===== src/rtl/memif_pkg.sv =====
package memif_pkg;
  localparam int MAX_CH    = 4;
  localparam int DATA_W    = 64;
  localparam int STAT_OFS  = 8;
  localparam int CTRL_OFS  = 16;
  localparam int INIT_BASE = 0;
  localparam int FAIL_BASE = 8;
  localparam int BUSY_BASE = 16;
endpackage


===== src/rtl/memif_chan_tracker.sv =====
module memif_chan_tracker #(
  parameter bit PRESENT = 1'b1
) (
  input  logic clk,
  input  logic rst_n,
  input  logic launch,
  input  logic done,
  output logic busy,
  output logic clear_pulse
);
  generate
    if (PRESENT) begin : g_live
      logic busy_q, busy_d;
      logic pulse_q, pulse_d;
      logic start;

      always_comb begin
        start   = launch & ~busy_q;
        pulse_d = start;
        if (busy_q) busy_d = ~done;
        else        busy_d = start;
      end

      always_ff @(posedge clk or negedge rst_n) begin
        if (!rst_n) begin
          busy_q  <= 1'b0;
          pulse_q <= 1'b0;
        end else begin
          busy_q  <= busy_d;
          pulse_q <= pulse_d;
        end
      end

      assign busy        = busy_q;
      assign clear_pulse = pulse_q;
    end else begin : g_absent
      assign busy        = 1'b0;
      assign clear_pulse = 1'b0;
    end
  endgenerate
endmodule


===== src/rtl/memif_ctrl_store.sv =====
module memif_ctrl_store #(
  parameter int DATA_W = 64,
  parameter int TRIG_W = 4
) (
  input  logic              clk,
  input  logic              rst_n,
  input  logic              wr_en,
  input  logic [DATA_W-1:0] wr_data,
  output logic [DATA_W-1:0] stored
);
  localparam int KEEP_W = DATA_W - TRIG_W;

  logic [KEEP_W-1:0] keep_q, keep_d;

  always_comb begin
    keep_d = keep_q;
    if (wr_en) keep_d = wr_data[DATA_W-1:TRIG_W];
  end

  always_ff @(posedge clk or negedge rst_n) begin
    if (!rst_n) keep_q <= '0;
    else        keep_q <= keep_d;
  end

  assign stored = {keep_q, {TRIG_W{1'b0}}};
endmodule


===== src/rtl/memif_supervisor.sv =====
module memif_supervisor
  import memif_pkg::*;
#(
  parameter int              ADDR_W      = 8,
  parameter logic [MAX_CH-1:0] PRESENT_MAP = 4'b1011
) (
  input  logic              clk,
  input  logic              rst_n,
  input  logic [ADDR_W-1:0] reg_addr,
  input  logic              reg_wr_en,
  input  logic [DATA_W-1:0] reg_wr_data,
  output logic [DATA_W-1:0] reg_rd_data,
  input  logic [MAX_CH-1:0] ch_init_done,
  input  logic [MAX_CH-1:0] ch_cal_fail,
  output logic [MAX_CH-1:0] ch_clear_req,
  input  logic [MAX_CH-1:0] ch_clear_done
);
  localparam logic [ADDR_W-1:0] STAT_ADDR = ADDR_W'(STAT_OFS);
  localparam logic [ADDR_W-1:0] CTRL_ADDR = ADDR_W'(CTRL_OFS);

  logic              hit_stat, hit_ctrl, wr_ctrl;
  logic [MAX_CH-1:0] busy_vec;
  logic [DATA_W-1:0] ctrl_word, stat_word;

  always_comb begin
    hit_stat = (reg_addr == STAT_ADDR);
    hit_ctrl = (reg_addr == CTRL_ADDR);
    wr_ctrl  = reg_wr_en & hit_ctrl;
  end

  memif_ctrl_store #(
    .DATA_W (DATA_W),
    .TRIG_W (MAX_CH)
  ) u_store (
    .clk     (clk),
    .rst_n   (rst_n),
    .wr_en   (wr_ctrl),
    .wr_data (reg_wr_data),
    .stored  (ctrl_word)
  );

  for (genvar n = 0; n < MAX_CH; n++) begin : g_ch
    memif_chan_tracker #(
      .PRESENT (PRESENT_MAP[n])
    ) u_trk (
      .clk         (clk),
      .rst_n       (rst_n),
      .launch      (wr_ctrl & reg_wr_data[n]),
      .done        (ch_clear_done[n]),
      .busy        (busy_vec[n]),
      .clear_pulse (ch_clear_req[n])
    );
  end

  always_comb begin
    stat_word = '0;
    for (int n = 0; n < MAX_CH; n++) begin
      stat_word[INIT_BASE+n] = ch_init_done[n] & PRESENT_MAP[n];
      stat_word[FAIL_BASE+n] = ch_cal_fail[n]  & PRESENT_MAP[n];
      stat_word[BUSY_BASE+n] = busy_vec[n];
    end
  end

  always_comb begin
    if (hit_stat)      reg_rd_data = stat_word;
    else if (hit_ctrl) reg_rd_data = ctrl_word | DATA_W'(PRESENT_MAP);
    else               reg_rd_data = '0;
  end
endmodule


===== config.mk =====
export PLATFORM = sky130hd
export DESIGN_NAME = memif_supervisor
export DESIGN_NICKNAME = d
export VERILOG_FILES = /design/src/rtl/memif_pkg.sv /design/src/rtl/memif_chan_tracker.sv /design/src/rtl/memif_ctrl_store.sv /design/src/rtl/memif_supervisor.sv
export SDC_FILE = /design/constraint.sdc
export NUM_CORES = 1
export LEC_CHECK = 0
export BUFFER_PORTS_ARGS = -buffer_cell sky130_fd_sc_hd__buf_2
export CORE_MARGIN = 2
export CORE_UTILIZATION = 47
export DETAILED_ROUTE_END_ITERATION = 8
export PLACE_DENSITY = 0.84
export RECOVER_POWER = 25
export SLEW_MARGIN = 15
export SYNTH_ARGS = -nofsm -noshare
export SYNTH_HDL_FRONTEND = slang
export SYNTH_SLANG_ARGS = --single-unit

===== constraint.sdc =====
create_clock -name clk -period 1.5 [get_ports clk]
set_clock_uncertainty 0.05 [all_clocks]
set_input_delay 0.075 -clock clk [delete_from_list [all_inputs] [get_ports clk]]
set_output_delay 0.075 -clock clk [all_outputs]
set_load 0.03 [all_outputs]

# Word level (Yosys, flattened, before mapping)
# Index checks and enable logic that the tools add are counted.
# Widths: inputs -> output; s select.
# op_classes
n_eq_ne	2
bitwise	13
mux	5
# op_table
op	count
$mux 64	2
$eq 8x4->1 const B	1
$eq 8x5->1 const B	1
$and 1x1->1	7
$not 1->1	6
$mux 1	3
# totals
ff_bits	66
out_inout_bits	68
word_cells	27
in_bits	87

# Logic depth before layout (Yosys ltp)
# Gate-level depths: netlist of run 1.
# depth
ltp_word	5
mapped_depth	4
mapped_depth_nobuf	3

# Cells and area by module
# Synthesis of run 1 repeated with hierarchy kept, for this count alone.
# unflattened
cells_unflattened	317
area_unflattened_um2	3678.5
# modules_own_cells
mod	area_per_inst_um2	cells_each	seq_area_each_um2	n_inst
memif_ctrl_store	2567.5	132	1501.4	1
memif_supervisor	897.1	167	0.0	1
memif_chan_tracker at g_ch[0].u_trk ...	65.1	5	50.0	3
memif_chan_tracker at g_ch[2].u_trk	18.8	3	0.0	1

# Worst setup path after synthesis of run 1
# OpenSTA, ideal clock, no wires.
# synth_path
kind	input port to output port
from	in reg_addr[2]
to	out reg_rd_data[0]
setup_slack_ns	0.079
stages	4
t_arrival_ns	1.296
path_cell_list	nor4_4 -> buf_2 -> nand2_1 -> nor2_1
# synth_via
elab_chain_cells	3
elab_cells_between_ends	4
cone_classes	eq/ne: 2; mux: 2
# synth_rtl
element	line_no	source
from (decl)	memif_supervisor.sv:9	input logic [ADDR_W-1:0] reg_addr,
$eq 8x5->1	memif_supervisor.sv:27	hit_ctrl = (reg_addr == CTRL_ADDR);
$mux 64	memif_supervisor.sv:66	else if (hit_ctrl) reg_rd_data = ctrl_word | DATA_W'(PRESENT_MAP);
$mux 64 *	memif_supervisor.sv:65	if (hit_stat) reg_rd_data = stat_word;
to (decl)	memif_supervisor.sv:12	output logic [DATA_W-1:0] reg_rd_data,
# Every way passes the cells marked *; elsewhere a longest branch is shown, timed or not.

# Worst setup path after layout of run 1
# layout_path
from	in reg_addr[0]
to	out reg_rd_data[36]
# Same word-level chain as after synthesis.

==> flow_summary_export.csv, run 1 <==
group,metric,value,unit
run_status,status,"finished clean",
hold_path,min-delay-start,"reg_wr_en",
critical_path,worstSetupPathType,"in2out",
placement,io_buffers,148,
yosys,yosys_warnings,0,
timing,slew_violations,0,
clock_tree,cts_tree,"built",
timing,fin_crit,1.43,ns
timing,rsz0062_at_grt,"no",
power_and_ir_drop,pwr-share-seq,47.8,%
timing,final-hold-violation-count,0,
yosys,syn_avg_cell_area,13.7,sq um
floorplanning,die_area,0.00769,sq mm
floorplanning,start_util,48.4,%
clock_tree,path_clk_slew,0.07,ns
placement,hpwlAfterDp,5.32,mm
grt,grt_pass1_wl,13.7,mm
critical_path,end_kind,"output pin",
detailed_routing,final_antenna_net_count,0,
grt,antenna_found_initial,0,
timing,setup_viol,0,
detailed_routing,num_vias,2697,
critical_path,r2r_setup_slack,0.23,ns
floorplanning,rows,30,
detailed_routing,drt_wl_total,9.04,mm
floorplanning,dieHeight,87.7,um
final_layout,layout.nets,544,
hold_path,min_path_type,"in2reg",
final_layout,nFillCells,453,
clock_tree,cts_max_level,3,
yosys,synth.top_cell.area_share,50.2,%
clock_tree,cts_setup_buffers,0,
yosys,synth_cell_type_count,21,
clock_tree,clk_latency,0.32,ns
detailed_routing,viasPerCell,4.84,
detailed_routing,drcViolationCount,0,
placement,gp_congestion,0.751,
grt,grt.total_usage,23.6,%
detailed_routing,dr.pass1.iters,4,
yosys,synthesis.area,0.00329,sq mm
yosys,synth_area_leaders,"dfrtp_1 50%, mux2_4 26%, and3_1 10%",
yosys,seq_area_frac_synth,50.2,%
floorplanning,fp.dieW,87.7,um
final_layout,seqCellArea,0.00165,sq mm
power_and_ir_drop,p_per_area,786,mW/mm^2
critical_path,required,1.37,ns
grt,grt_max_degree,67,
grt,grt-ovfl-total,0,
job,maxCapViolCount,0,
yosys,postSynthCellCount,240,
final_layout,multi_input_area,0.00149,sq mm
final_layout,area_growth_syn_to_layout,53.5,%
hold_path,hold_depth,3,
clock_tree,cts_buffers,9,
detailed_routing,drt_iter0_markers,104,
timing,final.period_utilization,95.1,%
timing,fmax,701,MHz
critical_path,r2r_start,"g_ch[0].u_trk.busy",
floorplanning,ioPinCount,155,
clock_tree,cts_sinks,66,
timing,fin_hold_ws,0.0302,ns
detailed_routing,wl_per_cell,16.2,um
power_and_ir_drop,p_sw_share,22.0,%
yosys,synth_area_leader_cell,"dfrtp_1",
timing,worstMarginPinSlew,0.889,ns
critical_path,arrival,1.30,ns
power_and_ir_drop,netSwitchingPower,875,uW
clock_tree,cts_buffer_depth,2,
grt,grt_pass1_vias,2807,
yosys,synth-seq-cells,66,
critical_path,cp-start-kind,"input port",
final_layout,diodes,0,
clock_tree,cts-root-buf,"clkbuf_8",
power_and_ir_drop,combPwrFrac,12.4,%
power_and_ir_drop,power_frac_clock,39.8,%
floorplanning,core-area,0.00679,sq mm
power_and_ir_drop,peakVddDrop,0.543,mV
power_and_ir_drop,p_leak,3.03,nW
power_and_ir_drop,intPower,3.10,mW
power_and_ir_drop,finalPower,3.97,mW
critical_path,reg2reg_to,"g_ch[0].u_trk.busy",
critical_path,cp_max_fo,28,
hold_path,hold_end,"g_ch[3].u_trk.busy",
final_layout,layout-drive-gt1-share,52.1,%
critical_path,reg2reg_depth,2,
timing,slew_headroom,40.7,%
final cells by class:
cell class                 count  share of cell area, %
sequential                    66                   32.7
timing repair buffer         230                   31.4
multi-input combinational    150                   29.5
clock buffer                  10                   2.53
tap                           96                   2.38
clock inverter                 5                   1.59
power groups by stage:
| stage | clock network [mW] | logic (mW) | registers (mW) |
|---|---|---|---|
| 2_1_floorplan | 0 | 0.166 | 1.91 |
| 3_3_place_gp | 0 | 0.337 | 1.92 |
| 3_5_place_dp | 0 | 0.349 | 1.93 |
| 4_1_cts | 1.63 | 0.486 | 1.90 |
| 5_1_grt | 1.70 | 0.533 | 1.91 |
| 6_report | 1.58 | 0.494 | 1.90 |
sequential cells by signal, summed over array words and instances (netlist names):
signal                  flops
g_ch.u_trk.busy             3
g_ch.u_trk.clear_pulse      3
u_store.keep_q             60
logic make-up after synthesis:
kind of cell / Yosys count / synth area share, %
and+or+nand+nor: 76 / 14.9
DFF: 66 / 50.2
muxes: 63 / 28.1
buffers and inverters: 25 / 4.87
AOI/OAI and AO/OA: 9 / 1.82
other: 1 / 0.114
stage by stage:
step	instances	cell area [sq um]	setup TNS [ns]	setup WS, ns	util, %
after global placement	473	4130	-0.440	-0.0179	60.8
after floorplan	241	3290	0	0.0793	-
after detailed placement	473	4130	-2.13	-0.0553	60.8
after CTS	558	5040	0	0.00108	74.2
final	557	5050	0	0.0738	74.3
after global routing	557	5050	0	0.00544	74.3
Yosys cell counts:
cell and n:
buf_4 5, a21oi_1 3, a22oi_1 6, nor3b_1 2, nor4_4 1, clkbuf_1 11, nor4b_4 1, nor2b_1 2
conb_1 1, nand4_1 3, mux2_2 2, buf_2 2, nand3_4 1, nor2_1 11, and3_1 54, dfrtp_1 66
buf_1 1, nand2_1 1, mux2_4 58, mux2i_1 3, buf_6 6
layout by cell type, fill, tap and decap left out, types with 2 or more instances in the layout:
cell type,n
buf_12,2
conb_1,2
dlygate4sd3_1,69
a22oi_1,6
buf_8,2
mux2_2,2
clkbuf_8,9
nor3b_1,2
clkinvlp_4,2
nor2_1,11
a21oi_1,3
buf_6,4
nor2b_2,2
bufinv_16,2
buf_4,4
nand4_1,3
mux2i_1,3
buf_2,148
and3_1,54
dfrtp_1,66
mux2_4,58
worst max-delay path by stage:
| stage | end | slack (ns) | start |
|---|---|---|---|
| after floorplan | reg_rd_data[0] | 0.08 | reg_addr[2] |
| after global placement | u_store.keep_q[35] | -0.02 | reg_addr[2] |
| after detailed placement | u_store.keep_q[32] | -0.06 | reg_addr[2] |
| after CTS | reg_rd_data[41] | 0.001 | reg_addr[2] |
| after global routing | reg_rd_data[36] | 0.005 | reg_addr[0] |
| final | reg_rd_data[36] | 0.07 | reg_addr[0] |
worst max-delay path: stages:
cell	delay [ns]
buf_2	0.12
nor4_4	0.33
buf_6	0.18
buf_8	0.17
and3_1	0.20
buf_2	0.21
routing by layer:
layer	GRT usage [%]	routed length, um	share of wire [%]	vias to the layer above
li1	-	-	-	1281
met1	28.5	3790	42	1289
met2	41.9	4690	52	108
met3	4.43	380	4.2	19
met4	8.67	182	2.0	0
met5	0	0	0	-
what timing repair did:
item | 4_1_cts | 5_1_grt
endpoints found under the setup margin | 2 | 51
hold endpoints to repair | 132 | 0
hold buffers | 70 | 0
pin swaps | 0 | 1
resized for setup | 1 | 9
Note: power is estimated with default switching activity, not from simulation.
==> inputs of run 2 (changes only) <==
--- a/config.mk
+++ b/config.mk
@@ -10,7 +10,7 @@
 export CORE_UTILIZATION = 47
 export DETAILED_ROUTE_END_ITERATION = 8
 export PLACE_DENSITY = 0.84
-export RECOVER_POWER = 25
+export RECOVER_POWER = 100
 export SLEW_MARGIN = 15
 export SYNTH_ARGS = -nofsm -noshare
 export SYNTH_HDL_FRONTEND = slang
==> run 2 against run 1 <==
Non-clock buffer count did not move. Clock power barely moved. Flip-flop and latch count did not move. First-iteration DRC count fell by 18%. Core utilization fell by 3.7 points. Critical path type unchanged. Critical endpoint unchanged. Largest cell class unchanged.
==> flow_summary_export.csv, run 2 (synthesis gave the netlist of run 1 again) <==
group,metric,value,unit
run_status,status,"finished clean",
critical_path,end_kind,"output pin",
timing,fin_crit,1.40,ns
clock_tree,cts_buffer_depth,2,
clock_tree,cts_sinks,66,
power_and_ir_drop,combPwrFrac,11.0,%
power_and_ir_drop,p_sw_share,22.3,%
critical_path,arrival,1.28,ns
power_and_ir_drop,pwr-share-seq,48.5,%
timing,slew_violations,0,
final_layout,layout_commonest_cell,"buf_2",
timing,fin_hold_ws,0.0103,ns
final_layout,layout.nets,544,
grt,grt.total_usage,23.6,%
timing,setup_viol,0,
hold_path,min_path_type,"in2reg",
final_layout,final_cell_mix,"83 x buf_2, 69 x dlygate4sd3_1, 66 x dfrtp_1, 61 x clkbuf_2, 56 x mux2_1",
final_layout,design_area,0.00480,sq mm
placement,io_buffers,148,
floorplanning,fp.dieW,87.7,um
timing,worstMarginPinSlew,0.886,ns
critical_path,worstSetupPathType,"in2out",
detailed_routing,top_layer_used,"met4",
critical_path,required,1.37,ns
floorplanning,core-area,0.00679,sq mm
final_layout,diodes,0,
detailed_routing,met3_length,398,um
critical_path,cp-start-kind,"input port",
timing,fmax,714,MHz
timing,final.period_utilization,93.4,%
final_layout,top_register,"u_store.keep_q",
clock_tree,cts_buffers,9,
placement,gp_congestion,0.751,
clock_tree,path_clk_slew,0.07,ns
timing,final-hold-violation-count,0,
detailed_routing,met2_length,4.63,mm
clock_tree,clk_latency,0.32,ns
detailed_routing,viasPerCell,4.88,
power_and_ir_drop,finalPower,3.91,mW
detailed_routing,drt_wl_total,8.91,mm
final_layout,fin_util,70.6,%
power_and_ir_drop,peakVddDrop,0.529,mV
power_and_ir_drop,p_leak,2.78,nW
detailed_routing,wl_met1,3.70,mm
timing,rsz0062_at_grt,"no",
placement,hpwlAfterDp,5.32,mm
power_and_ir_drop,p_per_area,815,mW/mm^2
floorplanning,dieHeight,87.7,um
final_layout,layout-drive-gt1-share,38.8,%
final_layout,largest_reg_flops,60,
clock_tree,cts-root-buf,"clkbuf_8",
power_and_ir_drop,netSwitchingPower,870,uW
grt,grt_max_degree,67,
power_and_ir_drop,power_frac_clock,40.6,%
timing,slew_headroom,40.9,%
detailed_routing,final_antenna_net_count,0,
detailed_routing,drt_iter0_markers,85,
placement,place_area,0.00413,sq mm
floorplanning,rows,30,
power_and_ir_drop,intPower,3.04,mW
clock_tree,cts_max_level,3,
detailed_routing,dr.pass1.iters,4,
grt,grt-ovfl-total,0,
clock_tree,cts_setup_buffers,0,
grt,grt_pass1_wl,13.7,mm
critical_path,cp_max_fo,28,
job,maxCapViolCount,0,
floorplanning,start_util,48.4,%
detailed_routing,wl_per_cell,16.0,um
floorplanning,ioPinCount,155,
grt,grt_pass1_vias,2807,
floorplanning,die_area,0.00769,sq mm
final_layout,area_growth_syn_to_layout,45.8,%
grt,antenna_found_initial,0,
detailed_routing,drcViolationCount,0,
detailed_routing,num_vias,2719,
clock_tree,cts_tree,"built",
[run 2: cell types whose count changed in the layout (fill, tap and decap cells not counted)]
cell      delta
buf_12       -2
buf_2       -65
buf_4        +1
clkbuf_1     +4
clkbuf_2    +61
clkbuf_4     +1
mux2_1      +56
mux2_4      -56
nand3_1      +1
nand3_4      -1
[run 2: worst max-delay path: stages]
cell      delay (ns)
clkbuf_1        0.10
nor4_4          0.33
buf_6           0.17
buf_8           0.17
and3_1          0.20
buf_2           0.21
[run 2: area by class of cell]
class / count / area, sq um
sequential: 66 / 1650
clock inverter: 5 / 80.1
fill: 524 / 2000
multi-input combinational: 150 / 1260
timing repair buffer: 230 / 1550
tap: 96 / 120
clock buffer: 10 / 128
[run 2: per-stage QoR]
step,worst slack [ns],TNS [ns],std cells
2_1_floorplan,0.0793,0,241
3_3_place_gp,-0.0179,-0.440,473
3_5_place_dp,-0.0553,-2.13,473
4_1_cts,0.00108,0,558
5_1_grt,0.0201,0,557
6_report,0.0988,0,557
[run 2: routing by layer]
layer,track usage (%),vias to the layer above
met5,0,-
met4,8.67,0
met3,4.43,20
met2,41.9,117
met1,28.5,1302
li1,-,1280
[run 2: power by group through the flow]
stage          combinational [mW]  sequential [mW]  clock, mW
2_1_floorplan               0.166             1.91          0
3_3_place_gp                0.337             1.92          0
3_5_place_dp                0.349             1.93          0
4_1_cts                     0.486             1.90       1.63
5_1_grt                     0.467             1.90       1.70
6_report                    0.428             1.89       1.59
[run 2: worst paths after layout]
check | start | to | slack (ns) | depth (start not counted)
min reg2reg | u_store.keep_q[34] | u_store.keep_q[34] | 0.43 | 1
max | reg_addr[0] | reg_rd_data[36] | 0.1 | 6
max in group asynchronous | rst_n | u_store.keep_q[44] | 0.36 | 3
max reg2reg | g_ch[0].u_trk.busy | g_ch[0].u_trk.busy | 0.22 | 2
min in group asynchronous | rst_n | u_store.keep_q[53] | 0.45 | 3
min | reg_wr_en | g_ch[3].u_trk.busy | 0.01 | 3
[run 2: repair_timing]
item	in CTS	in global routing
endpoints found under the setup margin	2	51
hold buffers	70	0
gates resized for setup	1	9
pin swaps	0	1
endpoints found under the hold margin	132	0
